File: src/rtl/irqc_pkg.sv
package irqc_pkg;

    // Register selection produced by the address decoder.
    typedef enum logic [2:0] {
        SEL_NONE,
        SEL_COUNT,
        SEL_PEND,
        SEL_KILL,
        SEL_OFF,
        SEL_ON
    } reg_sel_e;

    // Byte offsets inside the window; software depends on these values.
    localparam int unsigned OFS_COUNT = 32'h00;
    localparam int unsigned OFS_PEND  = 32'h04;
    localparam int unsigned OFS_KILL  = 32'h08;
    localparam int unsigned OFS_OFF   = 32'h0C;
    localparam int unsigned OFS_ON    = 32'h10;

endpackage

File: src/rtl/irqc_addr_decode.sv
module irqc_addr_decode
    import irqc_pkg::*;
#(
    parameter int ADDR_W = 12
) (
    input  logic [ADDR_W-1:0] addr,
    output reg_sel_e          sel
);

    // Full-width compare: unaligned offsets never hit a register.
    always_comb begin
        sel = SEL_NONE;
        if (addr == ADDR_W'(OFS_COUNT))
            sel = SEL_COUNT;
        else if (addr == ADDR_W'(OFS_PEND))
            sel = SEL_PEND;
        else if (addr == ADDR_W'(OFS_KILL))
            sel = SEL_KILL;
        else if (addr == ADDR_W'(OFS_OFF))
            sel = SEL_OFF;
        else if (addr == ADDR_W'(OFS_ON))
            sel = SEL_ON;
    end

endmodule

File: src/rtl/irqc_enable_bank.sv
module irqc_enable_bank
    import irqc_pkg::*;
#(
    parameter int N_SRC = 32
) (
    input  logic             clk,
    input  logic             rst_n,
    input  logic             wr_en,
    input  reg_sel_e         sel,
    input  logic [N_SRC-1:0] mask,
    output logic [N_SRC-1:0] en_q
);

    always_ff @(posedge clk) begin
        if (!rst_n) begin
            en_q <= '0;
        end else if (wr_en) begin
            unique case (sel)
                SEL_ON:   en_q <= en_q | mask;
                SEL_OFF:  en_q <= en_q & ~mask;
                SEL_KILL: en_q <= '0;
                default:  en_q <= en_q;
            endcase
        end
    end

endmodule

File: src/rtl/irqc_pending_stage.sv
module irqc_pending_stage #(
    parameter int N_SRC = 32,
    localparam int CNT_W = $clog2(N_SRC + 1)
) (
    input  logic             clk,
    input  logic             rst_n,
    input  logic [N_SRC-1:0] req,
    input  logic [N_SRC-1:0] en_q,
    output logic [N_SRC-1:0] pend_q,
    output logic [CNT_W-1:0] pend_cnt,
    output logic             irq_any
);

    always_ff @(posedge clk) begin
        if (!rst_n)
            pend_q <= '0;
        else
            pend_q <= req & en_q;
    end

    always_comb begin
        pend_cnt = '0;
        for (int i = 0; i < N_SRC; i++)
            pend_cnt = pend_cnt + CNT_W'(pend_q[i]);
    end

    assign irq_any = |pend_q;

endmodule

File: src/rtl/irqc_read_port.sv
module irqc_read_port
    import irqc_pkg::*;
#(
    parameter int N_SRC  = 32,
    parameter int DATA_W = 32,
    localparam int CNT_W = $clog2(N_SRC + 1)
) (
    input  logic              clk,
    input  logic              rst_n,
    input  logic              rd_en,
    input  reg_sel_e          sel,
    input  logic [N_SRC-1:0]  pend_q,
    input  logic [CNT_W-1:0]  pend_cnt,
    output logic [DATA_W-1:0] rd_data
);

    always_ff @(posedge clk) begin
        if (!rst_n) begin
            rd_data <= '0;
        end else if (rd_en) begin
            unique case (sel)
                SEL_COUNT: rd_data <= DATA_W'(pend_cnt);
                SEL_PEND:  rd_data <= DATA_W'(pend_q);
                default:   rd_data <= '0;
            endcase
        end else begin
            rd_data <= '0;
        end
    end

endmodule

File: src/rtl/irqc_top.sv
module irqc_top
    import irqc_pkg::*;
#(
    parameter int N_SRC        = 32,
    parameter int DATA_W       = 32,
    parameter int WINDOW_BYTES = 4096,
    localparam int ADDR_W      = $clog2(WINDOW_BYTES),
    localparam int CNT_W       = $clog2(N_SRC + 1)
) (
    input  logic              clk,
    input  logic              rst_n,
    input  logic [N_SRC-1:0]  irq_req,
    input  logic              wr_en,
    input  logic              rd_en,
    input  logic [ADDR_W-1:0] addr,
    input  logic [DATA_W-1:0] wr_data,
    output logic [DATA_W-1:0] rd_data,
    output logic              irq_out
);

    reg_sel_e         sel;
    logic [N_SRC-1:0] en_q;
    logic [N_SRC-1:0] pend_q;
    logic [CNT_W-1:0] pend_cnt;

    irqc_addr_decode #(.ADDR_W(ADDR_W)) u_dec (
        .addr (addr),
        .sel  (sel)
    );

    irqc_enable_bank #(.N_SRC(N_SRC)) u_en (
        .clk   (clk),
        .rst_n (rst_n),
        .wr_en (wr_en),
        .sel   (sel),
        .mask  (wr_data[N_SRC-1:0]),
        .en_q  (en_q)
    );

    irqc_pending_stage #(.N_SRC(N_SRC)) u_pend (
        .clk      (clk),
        .rst_n    (rst_n),
        .req      (irq_req),
        .en_q     (en_q),
        .pend_q   (pend_q),
        .pend_cnt (pend_cnt),
        .irq_any  (irq_out)
    );

    irqc_read_port #(.N_SRC(N_SRC), .DATA_W(DATA_W)) u_rd (
        .clk      (clk),
        .rst_n    (rst_n),
        .rd_en    (rd_en),
        .sel      (sel),
        .pend_q   (pend_q),
        .pend_cnt (pend_cnt),
        .rd_data  (rd_data)
    );

endmodule

File: config.mk
export PLATFORM = sky130hd
export DESIGN_NAME = irqc_top
export DESIGN_NICKNAME = d
export VERILOG_FILES = /design/src/rtl/irqc_pkg.sv /design/src/rtl/irqc_addr_decode.sv /design/src/rtl/irqc_enable_bank.sv /design/src/rtl/irqc_pending_stage.sv /design/src/rtl/irqc_read_port.sv /design/src/rtl/irqc_top.sv
export SDC_FILE = /design/constraint.sdc
export NUM_CORES = 1
export LEC_CHECK = 0
export ABC_AREA = 1
export CORE_UTILIZATION = 30
export DETAILED_ROUTE_END_ITERATION = 7
export MAX_ROUTING_LAYER = met4
export SYNTH_ARGS = -nofsm -noshare
export SYNTH_HDL_FRONTEND = slang
export SYNTH_SLANG_ARGS = --single-unit
File: constraint.sdc
create_clock -name clk -period 5.43 [get_ports clk]
set_input_delay 0.543 -clock clk [delete_from_list [all_inputs] [get_ports clk]]
set_output_delay 0.543 -clock clk [all_outputs]
set_load 0.01 [all_outputs]
### Word-level counts from Yosys, hierarchy flattened

Index checks and enable logic that the tools add are counted.

| operators by class | value |
|---|---|
| $add $sub $neg | 31 |
| shifts and indexed selects | 0 |
| div/mod/pow operators | 0 |
| multiply operators | 0 |
| equal/unequal tests | 9 |
| bitwise logic cells | 4 |
| reductions and logical operators | 5 |
| $lt $le $gt $ge | 0 |
| multiplexer cells | 7 |

Operators with widths:

| cell | count |
|---|---|
| $add 6x1->6 | 30 |
| $pmux 32 s3 | 1 |
| $and 32x32->32 | 2 |
| $pmux 32 s2 | 1 |
| $not 32->32 | 1 |
| $or 32x32->32 | 1 |
| $reduce_or 32->1 | 1 |
| $eq 12x4->1 const B | 2 |
| $mux 3 | 5 |
| $eq 12x3->1 const B | 1 |
| $eq 12x5->1 const B | 1 |
| $logic_not 12->1 | 1 |
| $eq 3x2->1 const B | 2 |
| $eq 3x3->1 const B | 2 |
| $reduce_and 2->1 | 2 |
| $eq 3x1->1 const B | 1 |
| $reduce_bool 3->1 | 1 |
| $add 1x1->2 | 1 |

| word-level totals | value |
|---|---|
| register bits after elaboration | 96 |
| memory bits (writable) | 0 |
| bits in latches | 0 |
| ROM bits | 0 |
| input port bits | 80 |
| memories kept | 0 |

### Logic depth before layout (Yosys ltp)

Gate-level depths: netlist of run 1.

| depth | value |
|---|---|
| depth in word-level cells | 32 |
| depth in mapped cells | 21 |

### By module

From an unflattened synthesis of run 1, not the netlist that was laid out.

| second synthesis, totals | value |
|---|---|
| cells, all modules | 668 |
| area total of the unflattened synthesis | 5142.4 um2 |

By module, submodules not included:

| module | area each (um2) | times used | cells an instance |
|---|---|---|---|
| irqc_enable_bank | 2010.7 | 1 | 320 |
| irqc_pending_stage | 1863.0 | 1 | 228 |
| irqc_read_port | 1123.6 | 1 | 88 |
| irqc_addr_decode | 145.1 | 1 | 32 |

### Worst setup path before layout of run 1

No wires, ideal clock.

| timing path | value |
|---|---|
| path type | reg2reg |
| start point | register u_pend.pend_q[0] |
| end point | register u_rd.rd_data[4] |
| slack | 0.675 ns |
| arrival | 4.684 ns |
| setup time | 0.070 ns |
| clock period less this slack | 4.755 ns |
| cell stages (with the launch flop) | 18 |
| cells stage by stage | dfxtp_1 > inv_1 > ha_1 > inv_1 > fa_1 > fa_1 > fa_1 > fa_1 > fa_1 > fa_1 > fa_1 > inv_1 > fa_1 > a21oi_1 > o21ai_0 > xor2_1 > nand2_1 > a21oi_1 |

| between the ends | value |
|---|---|
| cells in the longest elaborated chain, start to end | 32 |

RTL lines:

| element | RTL line | RTL |
|---|---|---|
| start: declaration | irqc_pending_stage.sv:9 | `output logic [N_SRC-1:0] pend_q,` |
| start signal: assignment | irqc_pending_stage.sv:18 | `pend_q <= req & en_q;` |
| $add 1x1->2 | irqc_pending_stage.sv:24 | `pend_cnt = pend_cnt + CNT_W'(pend_q[i]);` |
| $add 6x1->6 (30 in series) | irqc_pending_stage.sv:24 |  |
| $pmux 32 s2 | irqc_read_port.sv:21 | `unique case (sel)` |
| end signal: assignment | irqc_read_port.sv:22 | `SEL_COUNT: rd_data <= DATA_W'(pend_cnt);` |
| end signal: assignment | irqc_read_port.sv:23 | `SEL_PEND: rd_data <= DATA_W'(pend_q);` |
| end: declaration | irqc_read_port.sv:14 | `output logic [DATA_W-1:0] rd_data` |

No other way between the ends.
A chain may end at the register's enable or synchronous reset.

### Final worst setup path of run 1

| timing path | value |
|---|---|
| start point | register u_pend.pend_q[1] |
| end point | register u_rd.rd_data[4] |

Same word-level chain as after synthesis.

==> impl_metrics.toml, run 1 <==
[run_status]
status = "finished clean"

[detailed_routing]
drt-initial-drc-count = 226
antenna_left = 0
vias = 4132
drc_errors = 0
wirelength_mm = 12.17
first_pass_iters = 4
via_per_inst = 4.291
wl_per_cell_um = 12.64

[power_and_ir_drop]
combPwrFrac_pct = 6.8
peakVddDrop_v = 0.0001598
power_density_mw_per_mm2 = 230.9
p_sw_mw = 0.3163
p_int_mw = 1.167
sw_frac_of_total_pct = 21.33
p_clk_share_pct = 45.8
seqPwrFrac_pct = 47.5
p_leak_nw = 2.567

[floorplanning]
die_h_um = 129.2
ios = 113
core_mm2 = 0.01583
die_x_um = 129.2
start_util_pct = 30.69
rows = 46
die_area_mm2 = 0.01670

[critical_path]
worstPathArrival_ns = 5.24
path_class = "register to register"
start_kind = "register"
path_max_fanout = 3
required_ns = 5.69
critPathCaptureType = "register"

[global_routing]
use_met1_pct = 22.02
grt_max_degree = 65
grt.busiest_layer = "met2"
antenna_found_initial = 0
grt_pass1_vias = 3887
grtUsageMet3_pct = 3.344
overflow = 0
grtUsageMet2_pct = 24.48
gr-usage-all-layers_pct = 16.31
grt_pass1_wl_mm = 19.94

[logic_synthesis]
synth_fp_nets = 763
seq_area_frac_synth_pct = 39.57
synth-edff-count = 0
synth_area_leader_cell = "dfxtp_1"
yosys_warnings = 0
async_reset_ff_share_pct = 0
synth_ff_type = "dfxtp_1"
syn_area_per_cell_um2 = 7.473
synth_cell_types = 26
synth_area_mm2 = 0.004857
yosys-top-cells-area = "dfxtp_1, inv_1, fa_1, nand2_1, nor2_1"
netlist_instances = 650
synth-seq-cells = 96
synth_top_cell_area_share_pct = 39.57

[clock_network]
tritoncts = "done"
cts-root-buf = "clkbuf_16"
clk_latency_ns = 0.35
cts_buffer_depth = 2
cts.clk_slew.worst_paths_ns = 0.07
ctsResizeCount = 0
cts_hold_buf = 0
postCtsSetupRepairBufs = 0
cts-buffers-inserted = 9
numClockSinks = 96
htreeDepth = 3

[timing]
fin_crit_sh_pct = 91.68
fmax_ghz = 0.2009
relSlewSlack_pct = 25.02
finalClockSkew_ns = 0.009644
final.setup.tns_ns = 0
layout_setup_ws_ns = 0.4520
worstMarginPinSlew_ns = 1.125
finalHoldViolCount = 0
rsz0062_at_grt = "no"
worst_hold_slack_ns = 0.4246
slew_violations = 0
setup_violations = 0
period_needed_ns = 4.978

[placed_design]
portBuffers = 112
routabilityCongestion = 0.8231
placed_area_mm2 = 0.006108
dp_hpwl_mm = 8.984
pre_cts_slack_ns = 0.4572

[cells_and_area]
fin_nets = 855
drive_gt1_share_pct = 3.748
fin_area_mm2 = 0.006422
diodes = 0
synthToLayoutAreaGrowth_pct = 32.23

[min_path]
hp-class = "register to register"

[flow_run]
max-cap-violations = 0
worst max-delay path, stage by stage, from the launching register on:
cell     delay, ns
dfxtp_1       0.36
inv_1         0.05
ha_1          0.27
inv_1         0.04
fa_1          0.46
fa_1          0.54
fa_1          0.44
fa_1          0.50
fa_1          0.53
fa_1          0.42
fa_1          0.38
inv_1         0.09
fa_1          0.20
a21oi_1       0.07
o21ai_0       0.19
xor2_1        0.16
nand2_1       0.06
a21oi_1       0.11
stage by stage:
stage	util, %	total power, mW	instances
after CTS	40.58	1.498	963
after detailed placement	38.59	0.8209	947
after floorplan	-	0.7520	650
final	40.58	1.483	963
after global routing	40.58	1.537	963
after global placement	38.59	0.8215	947
placed cells by master, fill, tap and decap left out, types with 2 or more instances in the layout:
master	n
a21oi_1	7
buf_4	3
bufinv_16	2
clkbuf_1	2
clkbuf_16	9
clkdlybuf4s50_1	111
dfxtp_1	96
fa_1	24
ha_1	9
inv_1	137
inv_2	2
nand2_1	117
nand2_2	2
nand3_1	40
nand3_2	2
nand3b_1	32
nand4_1	37
nor2_1	71
nor2_2	2
nor3_1	29
nor4_1	3
layout make-up:
class	instances	area [um2]
Timing Repair Buffer	115	1139
Sequential cell	96	1922
Fill cell	1618	9405
Clock buffer	11	232.7
Inverter	140	525.5
Multi-Input combinational cell	380	2252
Clock inverter	5	81.33
Tap cell	216	270.3
cells by family (layout without fill, tap and decap cells):
| group | Yosys count | count (layout) | synth area share (%) |
|---|---|---|---|
| simple gates | 337 | 337 | 33.02 |
| xor+xnor | 1 | 1 | 0.1804 |
| flops | 96 | 96 | 39.57 |
| compound gates | 9 | 9 | 0.9530 |
| buf+inv | 174 | 271 | 14.06 |
| fa+ha+maj | 33 | 33 | 12.21 |
registers in the layout, summed over array words and instances (netlist names):
signal / flops
u_rd.rd_data: 32
u_en.en_q: 32
u_pend.pend_q: 32
worst paths after layout:
kind	from	endpoint	slack, ns	cells after the start
setup / recovery	u_pend.pend_q[1]	u_rd.rd_data[4]	0.45	17
setup reg to reg	u_pend.pend_q[1]	u_rd.rd_data[4]	0.45	17
hold / removal	u_en.en_q[23]	u_pend.pend_q[23]	0.42	2
hold reg to reg	u_en.en_q[23]	u_pend.pend_q[23]	0.42	2
layer usage:
metal	share of wire, %	vias up	wire length, um
met5	0	-	0
met4	1.2	0	146
met3	4.2	13	510
met2	44	103	5358
met1	51	1837	6158
li1	-	2179	-
cell usage after synthesis, types with 2 or more instances:
cell type	number
a21oi_1	7
buf_1	11
buf_2	6
buf_6	3
clkbuf_1	14
dfxtp_1	96
fa_1	24
ha_1	9
inv_1	137
inv_2	2
nand2_1	117
nand2_2	2
nand3_1	40
nand3_2	2
nand3b_1	32
nand4_1	37
nor2_1	71
nor2_2	2
nor3_1	29
nor4_1	3
power groups by stage:
stage,Combinational (mW),Clock [mW],Sequential [mW]
global placement,0.101,0,0.720
floorplan,0.0321,0,0.720
global route,0.109,0.725,0.703
CTS,0.101,0.693,0.704
finish,0.100,0.679,0.704
detailed placement,0.101,0,0.720
Power figures use the tool's default switching activity.
==> inputs of run 2 (changes only) <==
==> constraint.sdc (replaced) <==
create_clock -name clk -period 4.3 [get_ports clk]
set_input_delay 0.43 -clock clk [delete_from_list [all_inputs] [get_ports clk]]
set_output_delay 0.43 -clock clk [all_outputs]
set_load 0.01 [all_outputs]
==> impl_metrics.toml, run 2 (same netlist as run 1, synthesis figures left out) <==
[cells_and_area]
final_cell_mix = "inv_1, nand2_1, clkdlybuf4s50_1"
synthToLayoutAreaGrowth_pct = 36.01
seq_area_mm2 = 0.001924
top_regs = "u_en.en_q (32), u_pend.pend_q (32), u_rd.rd_data (32)"
fill_cells = 1621
fin_nets = 872
fin_area_mm2 = 0.006606
final_common_cell = "inv_1"
instances_no_fill = 980
drive_gt1_share_pct = 8.246
multi_input_area_mm2 = 0.002296
diodes = 0

[critical_path]
ff2ff_setup_slack_ns = -0.44
crit_slowest_cell = "fa_1"
cp_num_buf_inv = 3
path_delay_family = "adder cells"
cpMostUsedCell = "fa_1"
r2r_cells = 17
crit_end = "u_rd.rd_data[4]"
path_max_fanout = 2
crit_cells = 17
required_ns = 4.49
start_kind = "register"
critPathCaptureType = "register"
crit_chain = "inv_2, ha_4, inv_2, fa_1, fa_1, fa_1, fa_1, fa_1, fa_1, fa_2, inv_2, fa_2, a21oi_2, o21ai_2, xor2_1, nand2_1, a21oi_2"
rr_endpoint = "u_rd.rd_data[4]"
cpPeakStageDelay_ns = 0.52
rr_startpoint = "u_pend.pend_q[1]"
crit_start = "u_pend.pend_q[1]"
path_class = "register to register"
worstPathArrival_ns = 4.94

[clock_network]
tritoncts = "done"
clk_latency_ns = 0.35
cts-root-buf = "clkbuf_16"
cts_hold_buf = 0
cts-buffers-inserted = 9
cts_buffer_depth = 2
numClockSinks = 96
htreeDepth = 3
cts.clk_slew.worst_paths_ns = 0.07

[min_path]
hp-class = "register to register"

[placed_design]
dp.cells = 962
portBuffers = 112
placed_area_mm2 = 0.006232
dp_hpwl_mm = 9.238
routabilityCongestion = 0.8027

[floorplanning]
core_mm2 = 0.01583
die_h_um = 129.2
rows = 46
die_x_um = 129.2
die_area_mm2 = 0.01670
start_util_pct = 30.69
ios = 113

[detailed_routing]
drc_errors = 0
first_pass_iters = 5
drt-initial-drc-count = 184
wirelength_mm = 12.34
via_per_inst = 4.240
vias = 4155
antenna_left = 0
wl_per_cell_um = 12.59

[global_routing]
antenna_found_initial = 0
overflow = 0
grt_max_degree = 65
grt_pass1_vias = 3876
grt_pass1_wl_mm = 19.95
gr-usage-all-layers_pct = 16.43

[timing]
worstMarginPinSlew_ns = 1.130
period_needed_ns = 4.744
relSlewSlack_pct = 24.68
rsz0062_at_grt = "yes"
layout_setup_ws_ns = -0.4440
finalClockSkew_ns = 0.003760
fin_crit_sh_pct = 110.3
setup_violations = 6
slew_violations = 0
finalHoldViolCount = 0
fmax_ghz = 0.2108

[run_status]
status = "complete, but fails checks"
violations = "setup timing"

[power_and_ir_drop]
power_density_mw_per_mm2 = 284.4
p_leak_nw = 2.655
peakVddDrop_v = 0.0001713
power.total_mw = 1.879

[flow_run]
max-cap-violations = 0
## run 2: layout make-up
| type | instances | share of cell area, % |
|---|---|---|
| multi-input combinational | 380 | 34.75 |
| sequential | 96 | 29.13 |
| timing repair buffer | 132 | 19.22 |
| inverter | 140 | 7.955 |
| tap | 216 | 4.091 |
| clock buffer | 9 | 3.409 |
| clock inverter | 7 | 1.439 |
## run 2: worst min-delay path, delay by kind of cell (launching register included)
| kind | cells | cell delay [ns] |
|---|---|---|
| AND/OR/NAND/NOR | 2 | 0.08 |
| flip-flops | 1 | 0.31 |
## run 2: where the power goes
| group | switching [mW] | leakage, nW | internal, mW |
|---|---|---|---|
| clock network | 0.352 | 0.156 | 0.510 |
| logic | 0.0532 | 1.73 | 0.0742 |
| registers | 0.0000661 | 0.774 | 0.889 |
| total | 0.405 | 2.66 | 1.47 |
## run 2: metal layers
layer  GRT usage, %  wire [um]  up-vias
met2          24.60       5629      114
met4          3.806        116        0
met1          22.09       5928     1827
met3          4.211        661        7
li1               -          -     2207
met5              -          0        -
## run 2: how the worst min path moves through the flow
| stage | to | cells after the start | startpoint | slack [ns] |
|---|---|---|---|---|
| CTS | u_pend.pend_q[1] | 2 | u_en.en_q[1] | 0.43 |
| floorplan | u_pend.pend_q[0] | 2 | u_en.en_q[0] | 0.40 |
| finish | u_pend.pend_q[1] | 2 | u_en.en_q[1] | 0.43 |
| global route | u_pend.pend_q[1] | 2 | u_en.en_q[1] | 0.44 |
| detailed placement | u_pend.pend_q[16] | 2 | u_en.en_q[16] | 0.42 |
| global placement | u_pend.pend_q[16] | 2 | u_en.en_q[16] | 0.42 |
## run 2: metrics by stage
| stage | TNS [ns] | util, % | hold slack [ns] | worst slack [ns] |
|---|---|---|---|---|
| 2_1_floorplan | -0.7537 | - | 0.4023 | -0.2800 |
| 3_3_place_gp | -1.822 | 39.38 | 0.4173 | -0.4401 |
| 3_5_place_dp | -1.983 | 39.38 | 0.4222 | -0.4590 |
| 4_1_cts | -1.940 | 41.67 | 0.4315 | -0.4425 |
| 5_1_grt | -3.172 | 41.74 | 0.4396 | -0.5944 |
| 6_report | -2.030 | 41.74 | 0.4264 | -0.4440 |
## run 2: repair_timing
action                                 CTS  global route
pin swaps                                2             2
setup endpoints to repair                6             6
setup buffers                            2             0
gates resized for setup                  7             4
endpoints found under the hold margin    0             0
gates cloned                             0             0
